--- src/rtl/ipb_pkg.sv ---
package ipb_pkg;
  // Strobes from the control module to the datapath.
  typedef struct packed {
    logic flush;  // discard all buffered words
    logic push;   // store the current memory response
    logic pop;    // the core consumes the head word
  } ipbStrobes_t;
endpackage

--- src/rtl/ipb_ctrl.sv ---
module ipb_ctrl
  import ipb_pkg::*;
#(
  parameter int                ADDR_W     = 32,
  parameter int                DEPTH      = 8,
  parameter int                TAG_W      = 2,
  parameter int                CTRL_W     = 8,
  parameter int                FLUSH_POS  = 6,
  parameter int                WORD_BYTES = 4,
  parameter logic [ADDR_W-1:0] RESET_ADDR = '0,
  localparam int               CNT_W      = $clog2(DEPTH + 1)
) (
  input  logic              clk,
  input  logic              rstN,
  input  logic              storeExec,
  input  logic              storeNoFlush,
  input  logic              ptrWrite,
  input  logic [ADDR_W-1:0] ptrData,
  input  logic              xferExec,
  input  logic              xferCondMet,
  input  logic [ADDR_W-1:0] xferTarget,
  input  logic              ctrlWrite,
  input  logic [CTRL_W-1:0] ctrlWData,
  output logic [CTRL_W-1:0] ctrlRdData,
  output logic              memReqValid,
  input  logic              memReqReady,
  output logic [ADDR_W-1:0] memReqAddr,
  output logic [TAG_W-1:0]  memReqTag,
  input  logic              memRspValid,
  input  logic [TAG_W-1:0]  memRspTag,
  input  logic              instValid,
  input  logic              instReady,
  input  logic [CNT_W-1:0]  bufCount,
  output logic [ADDR_W-1:0] execAddr,
  output ipbStrobes_t       strobes
);
  localparam logic [CNT_W:0]    LIMIT = (CNT_W + 1)'(DEPTH);
  localparam logic [ADDR_W-1:0] STEP  = ADDR_W'(WORD_BYTES);

  logic [CTRL_W-1:0] ctrlQ;
  logic [TAG_W-1:0]  genQ;
  logic [CNT_W-1:0]  liveQ;
  logic [ADDR_W-1:0] fetchQ, execQ, restartAddr;
  logic [CNT_W:0]    usedSlots;
  logic storeFlush, xferFlush, flushNow, reqFire, rspLive;

  always_comb begin
    storeFlush  = storeExec & ~storeNoFlush;
    xferFlush   = xferExec & xferCondMet;
    flushNow    = ptrWrite | xferFlush | storeFlush | ctrlQ[FLUSH_POS];
    if (ptrWrite)       restartAddr = ptrData;
    else if (xferFlush) restartAddr = xferTarget;
    else                restartAddr = execQ;
    usedSlots   = {1'b0, bufCount} + {1'b0, liveQ};
    memReqValid = ~flushNow & (usedSlots < LIMIT);
    reqFire     = memReqValid & memReqReady;
    rspLive     = memRspValid & (memRspTag == genQ);
    strobes.flush = flushNow;
    strobes.push  = rspLive & ~flushNow;
    strobes.pop   = instValid & instReady & ~flushNow;
  end

  always_ff @(posedge clk) begin
    if (!rstN) begin
      ctrlQ  <= '0;
      genQ   <= '0;
      liveQ  <= '0;
      fetchQ <= RESET_ADDR;
      execQ  <= RESET_ADDR;
    end else begin
      if (ctrlWrite) ctrlQ <= ctrlWData;
      else           ctrlQ[FLUSH_POS] <= 1'b0;
      if (flushNow) begin
        genQ   <= genQ + TAG_W'(1);
        liveQ  <= '0;
        fetchQ <= restartAddr;
        execQ  <= restartAddr;
      end else begin
        liveQ <= liveQ + CNT_W'(reqFire) - CNT_W'(rspLive);
        if (reqFire)     fetchQ <= fetchQ + STEP;
        if (strobes.pop) execQ  <= execQ + STEP;
      end
    end
  end

  assign ctrlRdData = ctrlQ;
  assign memReqAddr = fetchQ;
  assign memReqTag  = genQ;
  assign execAddr   = execQ;

  // credit accounting never promises more slots than exist
  p_credit_r3: assert property (@(posedge clk) disable iff (!rstN)
    ({1'b0, bufCount} + {1'b0, liveQ}) <= LIMIT);
  // flush request bit clears itself unless rewritten
  p_selfclear_r8: assert property (@(posedge clk) disable iff (!rstN)
    (ctrlQ[FLUSH_POS] && !(ctrlWrite && ctrlWData[FLUSH_POS])) |=> !ctrlQ[FLUSH_POS]);
  // pointer write wins and sets the next fetch address
  p_ptr_restart_r6: assert property (@(posedge clk) disable iff (!rstN)
    ptrWrite |=> (memReqAddr == $past(ptrData)));
  // a qualified store alone leaves the generation untouched
  p_noflush_store_r5: assert property (@(posedge clk) disable iff (!rstN)
    (storeExec && storeNoFlush && !ptrWrite && !xferFlush && !ctrlQ[FLUSH_POS]) |=> $stable(genQ));
endmodule

--- src/rtl/ipb_data.sv ---
module ipb_data
  import ipb_pkg::*;
#(
  parameter int  DATA_W = 32,
  parameter int  DEPTH  = 8,
  localparam int CNT_W  = $clog2(DEPTH + 1),
  localparam int PTR_W  = (DEPTH > 1) ? $clog2(DEPTH) : 1
) (
  input  logic              clk,
  input  logic              rstN,
  input  ipbStrobes_t       strobes,
  input  logic [DATA_W-1:0] wrData,
  output logic [DATA_W-1:0] rdData,
  output logic [CNT_W-1:0]  count
);
  localparam logic [PTR_W-1:0] LAST = PTR_W'(DEPTH - 1);

  logic [DEPTH-1:0][DATA_W-1:0] slotQ;
  logic [PTR_W-1:0] wrPtr, rdPtr;
  logic [CNT_W-1:0] countQ;

  always_ff @(posedge clk) begin
    for (int i = 0; i < DEPTH; i++) begin
      if (strobes.push && wrPtr == PTR_W'(i)) slotQ[i] <= wrData;
    end
  end

  always_ff @(posedge clk) begin
    if (!rstN || strobes.flush) begin
      wrPtr  <= '0;
      rdPtr  <= '0;
      countQ <= '0;
    end else begin
      if (strobes.push) wrPtr <= (wrPtr == LAST) ? '0 : wrPtr + PTR_W'(1);
      if (strobes.pop)  rdPtr <= (rdPtr == LAST) ? '0 : rdPtr + PTR_W'(1);
      countQ <= countQ + CNT_W'(strobes.push) - CNT_W'(strobes.pop);
    end
  end

  assign rdData = slotQ[rdPtr];
  assign count  = countQ;

  // occupancy bounded by depth
  p_no_overflow_r3: assert property (@(posedge clk) disable iff (!rstN)
    countQ <= CNT_W'(DEPTH));
  // no write into a full buffer that is not draining
  p_full_no_push_r3: assert property (@(posedge clk) disable iff (!rstN)
    (countQ == CNT_W'(DEPTH) && !strobes.pop) |-> !strobes.push);
  // a flush leaves the buffer empty
  p_flush_empties_r10: assert property (@(posedge clk) disable iff (!rstN)
    strobes.flush |=> (countQ == '0));
endmodule

--- src/rtl/instr_prefetch_buf.sv ---
module instr_prefetch_buf
  import ipb_pkg::*;
#(
  parameter int                ADDR_W     = 32,
  parameter int                DATA_W     = 32,
  parameter int                DEPTH      = 8,
  parameter int                TAG_W      = 2,
  parameter int                CTRL_W     = 8,
  parameter int                FLUSH_POS  = 6,
  parameter logic [ADDR_W-1:0] RESET_ADDR = ADDR_W'(32'h1000)
) (
  input  logic              clk,
  input  logic              rstN,
  input  logic              storeExec,
  input  logic              storeNoFlush,
  input  logic              ptrWrite,
  input  logic [ADDR_W-1:0] ptrData,
  input  logic              xferExec,
  input  logic              xferCondMet,
  input  logic [ADDR_W-1:0] xferTarget,
  input  logic              ctrlWrite,
  input  logic [CTRL_W-1:0] ctrlWData,
  output logic [CTRL_W-1:0] ctrlRdData,
  output logic              memReqValid,
  input  logic              memReqReady,
  output logic [ADDR_W-1:0] memReqAddr,
  output logic [TAG_W-1:0]  memReqTag,
  input  logic              memRspValid,
  input  logic [TAG_W-1:0]  memRspTag,
  input  logic [DATA_W-1:0] memRspData,
  output logic              instValid,
  input  logic              instReady,
  output logic [ADDR_W-1:0] instAddr,
  output logic [DATA_W-1:0] instData
);
  localparam int CNT_W = $clog2(DEPTH + 1);

  ipbStrobes_t      strobes;
  logic [CNT_W-1:0] bufCount;

  assign instValid = (bufCount != '0);

  ipb_ctrl #(
    .ADDR_W(ADDR_W), .DEPTH(DEPTH), .TAG_W(TAG_W), .CTRL_W(CTRL_W),
    .FLUSH_POS(FLUSH_POS), .WORD_BYTES(DATA_W / 8), .RESET_ADDR(RESET_ADDR)
  ) uCtrl (
    .clk(clk), .rstN(rstN),
    .storeExec(storeExec), .storeNoFlush(storeNoFlush),
    .ptrWrite(ptrWrite), .ptrData(ptrData),
    .xferExec(xferExec), .xferCondMet(xferCondMet), .xferTarget(xferTarget),
    .ctrlWrite(ctrlWrite), .ctrlWData(ctrlWData), .ctrlRdData(ctrlRdData),
    .memReqValid(memReqValid), .memReqReady(memReqReady),
    .memReqAddr(memReqAddr), .memReqTag(memReqTag),
    .memRspValid(memRspValid), .memRspTag(memRspTag),
    .instValid(instValid), .instReady(instReady),
    .bufCount(bufCount), .execAddr(instAddr), .strobes(strobes)
  );

  ipb_data #(.DATA_W(DATA_W), .DEPTH(DEPTH)) uData (
    .clk(clk), .rstN(rstN), .strobes(strobes),
    .wrData(memRspData), .rdData(instData), .count(bufCount)
  );

  // a stale-tagged response cannot raise occupancy
  p_stale_drop_r9: assert property (@(posedge clk) disable iff (!rstN)
    (memRspValid && memRspTag != memReqTag) |=> (bufCount <= $past(bufCount)));
endmodule

--- config.mk ---
export PLATFORM = sky130hd
export DESIGN_NAME = instr_prefetch_buf
export DESIGN_NICKNAME = d
export VERILOG_FILES = /design/src/rtl/ipb_pkg.sv /design/src/rtl/ipb_ctrl.sv /design/src/rtl/ipb_data.sv /design/src/rtl/instr_prefetch_buf.sv
export SDC_FILE = /design/constraint.sdc
export NUM_CORES = 1
export LEC_CHECK = 0
export BUFFER_PORTS_ARGS = -buffer_cell sky130_fd_sc_hd__buf_2
export CORE_MARGIN = 1.5
export CORE_UTILIZATION = 50
export CTS_CLUSTER_DIAMETER = 150
export DETAILED_ROUTE_END_ITERATION = 6
export PLACE_DENSITY = 0.71
export SKIP_CTS_REPAIR_TIMING = 1
export SYNTH_ARGS = -nofsm -noshare
export SYNTH_HDL_FRONTEND = slang
export SYNTH_HIERARCHICAL = 1
export SYNTH_SLANG_ARGS = --single-unit
export TNS_END_PERCENT = 5
--- constraint.sdc ---
create_clock -name clk -period 5.5 [get_ports clk]
set_clock_uncertainty 0.2 [all_clocks]
set_input_delay 1.65 -clock clk [delete_from_list [all_inputs] [get_ports clk]]
set_output_delay 1.65 -clock clk [all_outputs]
set_load 0.02 [all_outputs]
==> impl_metrics.toml <==
[power_and_ir_drop]
irDropWorstVdd_mv = 0.184
p_per_area_nw_per_um2 = 313
p_total_w = 0.00559
leakagePower_nw = 6.46

[setup_path]
crit_path_end_kind = "primary output"
reg2reg_from = "uData/count[3]"
reg2reg_to = "uCtrl/liveQ[2]"
r2r_slack_ns = 2.28
path_class = "in -> out"
r2r_cells = 12
cp.arrival_ns = 2.78
critPathLaunchType = "primary input"
cp.required_ns = 3.65
critPathMaxFanout = 18

[placement]
dp_slack_ns = 0.927
dp_hpwl_mm = 23.8
port-buffer-count = 224
place_congestion = 0.880

[synth]
ys_warn_count = 6
synth_top_family_by_area = "multiplexers"
yosysSeqAreaShare_pct = 61.7
synth_most_common_cell = "edfxtp_1"
synth_area_um2 = 15200
ys_types = 65
synth_compound_area_share_pct = 7.69
syn_inst = 1058
netlist_top_cells_count = "edfxtp_1, dfxtp_1, mux4_2"
synth.mux.area_fraction_pct = 14.4
synth_edf_count = 256
synthSimpleGateAreaFrac_pct = 9.75
synthArstFlopShare_pct = 0
syn-num-nets = 1198
synth_fa_ha_area_share_pct = 1.99
syn-mean-instance-area_um2 = 14.4
synth_top_area_share_pct = 50.4
synth_seq_cells = 342
synth_area_leaders = "edfxtp_1, dfxtp_1, mux4_2, mux2_2, a21oi_1"
synth_top_area_cell = "edfxtp_1"
synth_xor_xnor_area_share_pct = 1.61
synth_flop_cell = "edfxtp_1"

[drt]
drc = 0
wl_per_cell_um = 21.4
drt_wl_total_mm = 36.3
viasPerCell = 5.91
first_iter_violations = 696
antenna_left = 0
vias = 10000
dr.pass1.iters = 7

[final_layout]
area_growth_pct = 17.2
layout-drive-gt1-share_pct = 33.2
nets = 1417

[clock_tree]
clock_latency_ns = 0.52
cts.sinks = 342
cts_tree = "built"
cts.htree.levels = 2
clkTransAtPathRegs_ns = 0.06
clockBufferDepth = 3
cts_root_buffer = "clkbuf_16"
cts_buffers = 36

[die]
ios = 225
die_area_um2 = 31500
core_um2 = 29800
fp-row-count = 63
die_x_um = 178
start_util_pct = 51.2
dieHeight_um = 178

[outcome]
status = "complete, no violations"

[worst_hold_path]
worstHoldStart = "uCtrl/ctrlRdData[2]"
hold_path_end = "uCtrl/ctrlRdData[2]"
holdCritPathClass = "reg -> reg"
hold_depth = 2

[timing]
holdWs_ns = 0.294
period_share_pct = 84.2
fin_ws_ns = 0.870
finalHoldViolations = 0
finalSetupViolCount = 0
final.min_clock_period_ns = 4.63
slew_headroom_pct = 28.8
tns_ns = 0
fmax_mhz = 216
slew_viol_final = 0
rsz0062_at_grt = "no"
tightest_slew_ns = 1.07

[global_route]
grt_pass1_vias = 9698
antenna_found_initial = 2
overflow = 0
grt_max_degree = 59
grt_util_all_layers_pct = 23.2
grt_first_pass_wirelength_mm = 55.5

[job]
cap_violations = 0
## power breakdown
part	leakage, nW	internal (W)	switching, W
Sequential	3.01	0.00282	0.0000684
Clock	0.537	0.00131	0.000963
Combinational	2.91	0.000168	0.000260
## metrics by stage
step                cells  area (um^2)  util, %
floorplan            1058        15200        -
global placement     1629        16700     56.2
detailed placement   1629        16700     56.2
CTS                  1694        17900     59.9
global route         1695        17900     60.0
finish               1696        17900     60.0
## worst max-delay path, stage by stage
cell and delay (ns):
buf_2 0.18, nand2_1 0.10, and3_2 0.22, inv_1 0.07, a211oi_1 0.31, buf_2 0.24
## final cells by class
class	count	area, um^2
tap	390	488
antenna	2	5.00
multi-input combinational	630	5410
clock buffer	51	987
clock inverter	14	125
timing repair buffer	244	1350
fill	2326	11900
sequential	342	9420
inverter	23	86.3
## worst max path at each step
stage / cells past startpoint / slack, ns / end / start
floorplan: 7 / 0.71 / memReqValid / ptrWrite
global placement: 6 / 0.92 / memReqValid / xferExec
detailed placement: 6 / 0.93 / memReqValid / xferExec
CTS: 4 / 0.85 / instData[20] / uData/rdPtr[0]
global route: 4 / 0.75 / instData[12] / uData/rdPtr[0]
finish: 6 / 0.87 / memReqValid / xferExec
## cell usage in the layout (no fill, tap or decap), drive strengths merged, types with 23 or more instances in the layout
| cell | instances |
|---|---|
| clkbuf | 51 |
| mux2 | 57 |
| nor3 | 37 |
| mux4 | 64 |
| buf | 244 |
| o21ai | 44 |
| edfxtp | 256 |
| nand3 | 37 |
| a211oi | 23 |
| nor2 | 51 |
| inv | 25 |
| and3 | 32 |
| dfxtp | 86 |
| a21oi | 58 |
## state kept, by name (all words and copies together) (netlist names)
name,flops
uData/slotQ,256
uCtrl/ctrlRdData,8
uCtrl/memReqAddr,32
uCtrl/liveQ,4
uCtrl/execAddr,30
uCtrl/memReqTag,2
uData/count,4
uData/wrPtr,3
uData/rdPtr,3
## cells by family (layout without fill, tap and decap cells)
logic type / Yosys count / in the layout
other: 0 / 2
buffers and inverters: 86 / 332
AOI/OAI and AO/OA: 183 / 183
muxes: 131 / 131
adders and majority gates: 23 / 23
xor gates and xnor gates: 28 / 28
DFF: 342 / 342
and+or+nand+nor: 265 / 265
## per-layer routing
metal  GRT usage (%)  up-vias  wire length, um
met5               0        -                0
met4            5.18        0              534
met3            4.33       40             2570
met2            39.7      422            18200
met1            30.9     4958            15000
li1                -     4606                -
No activity file was read; power rests on OpenSTA's default activity.
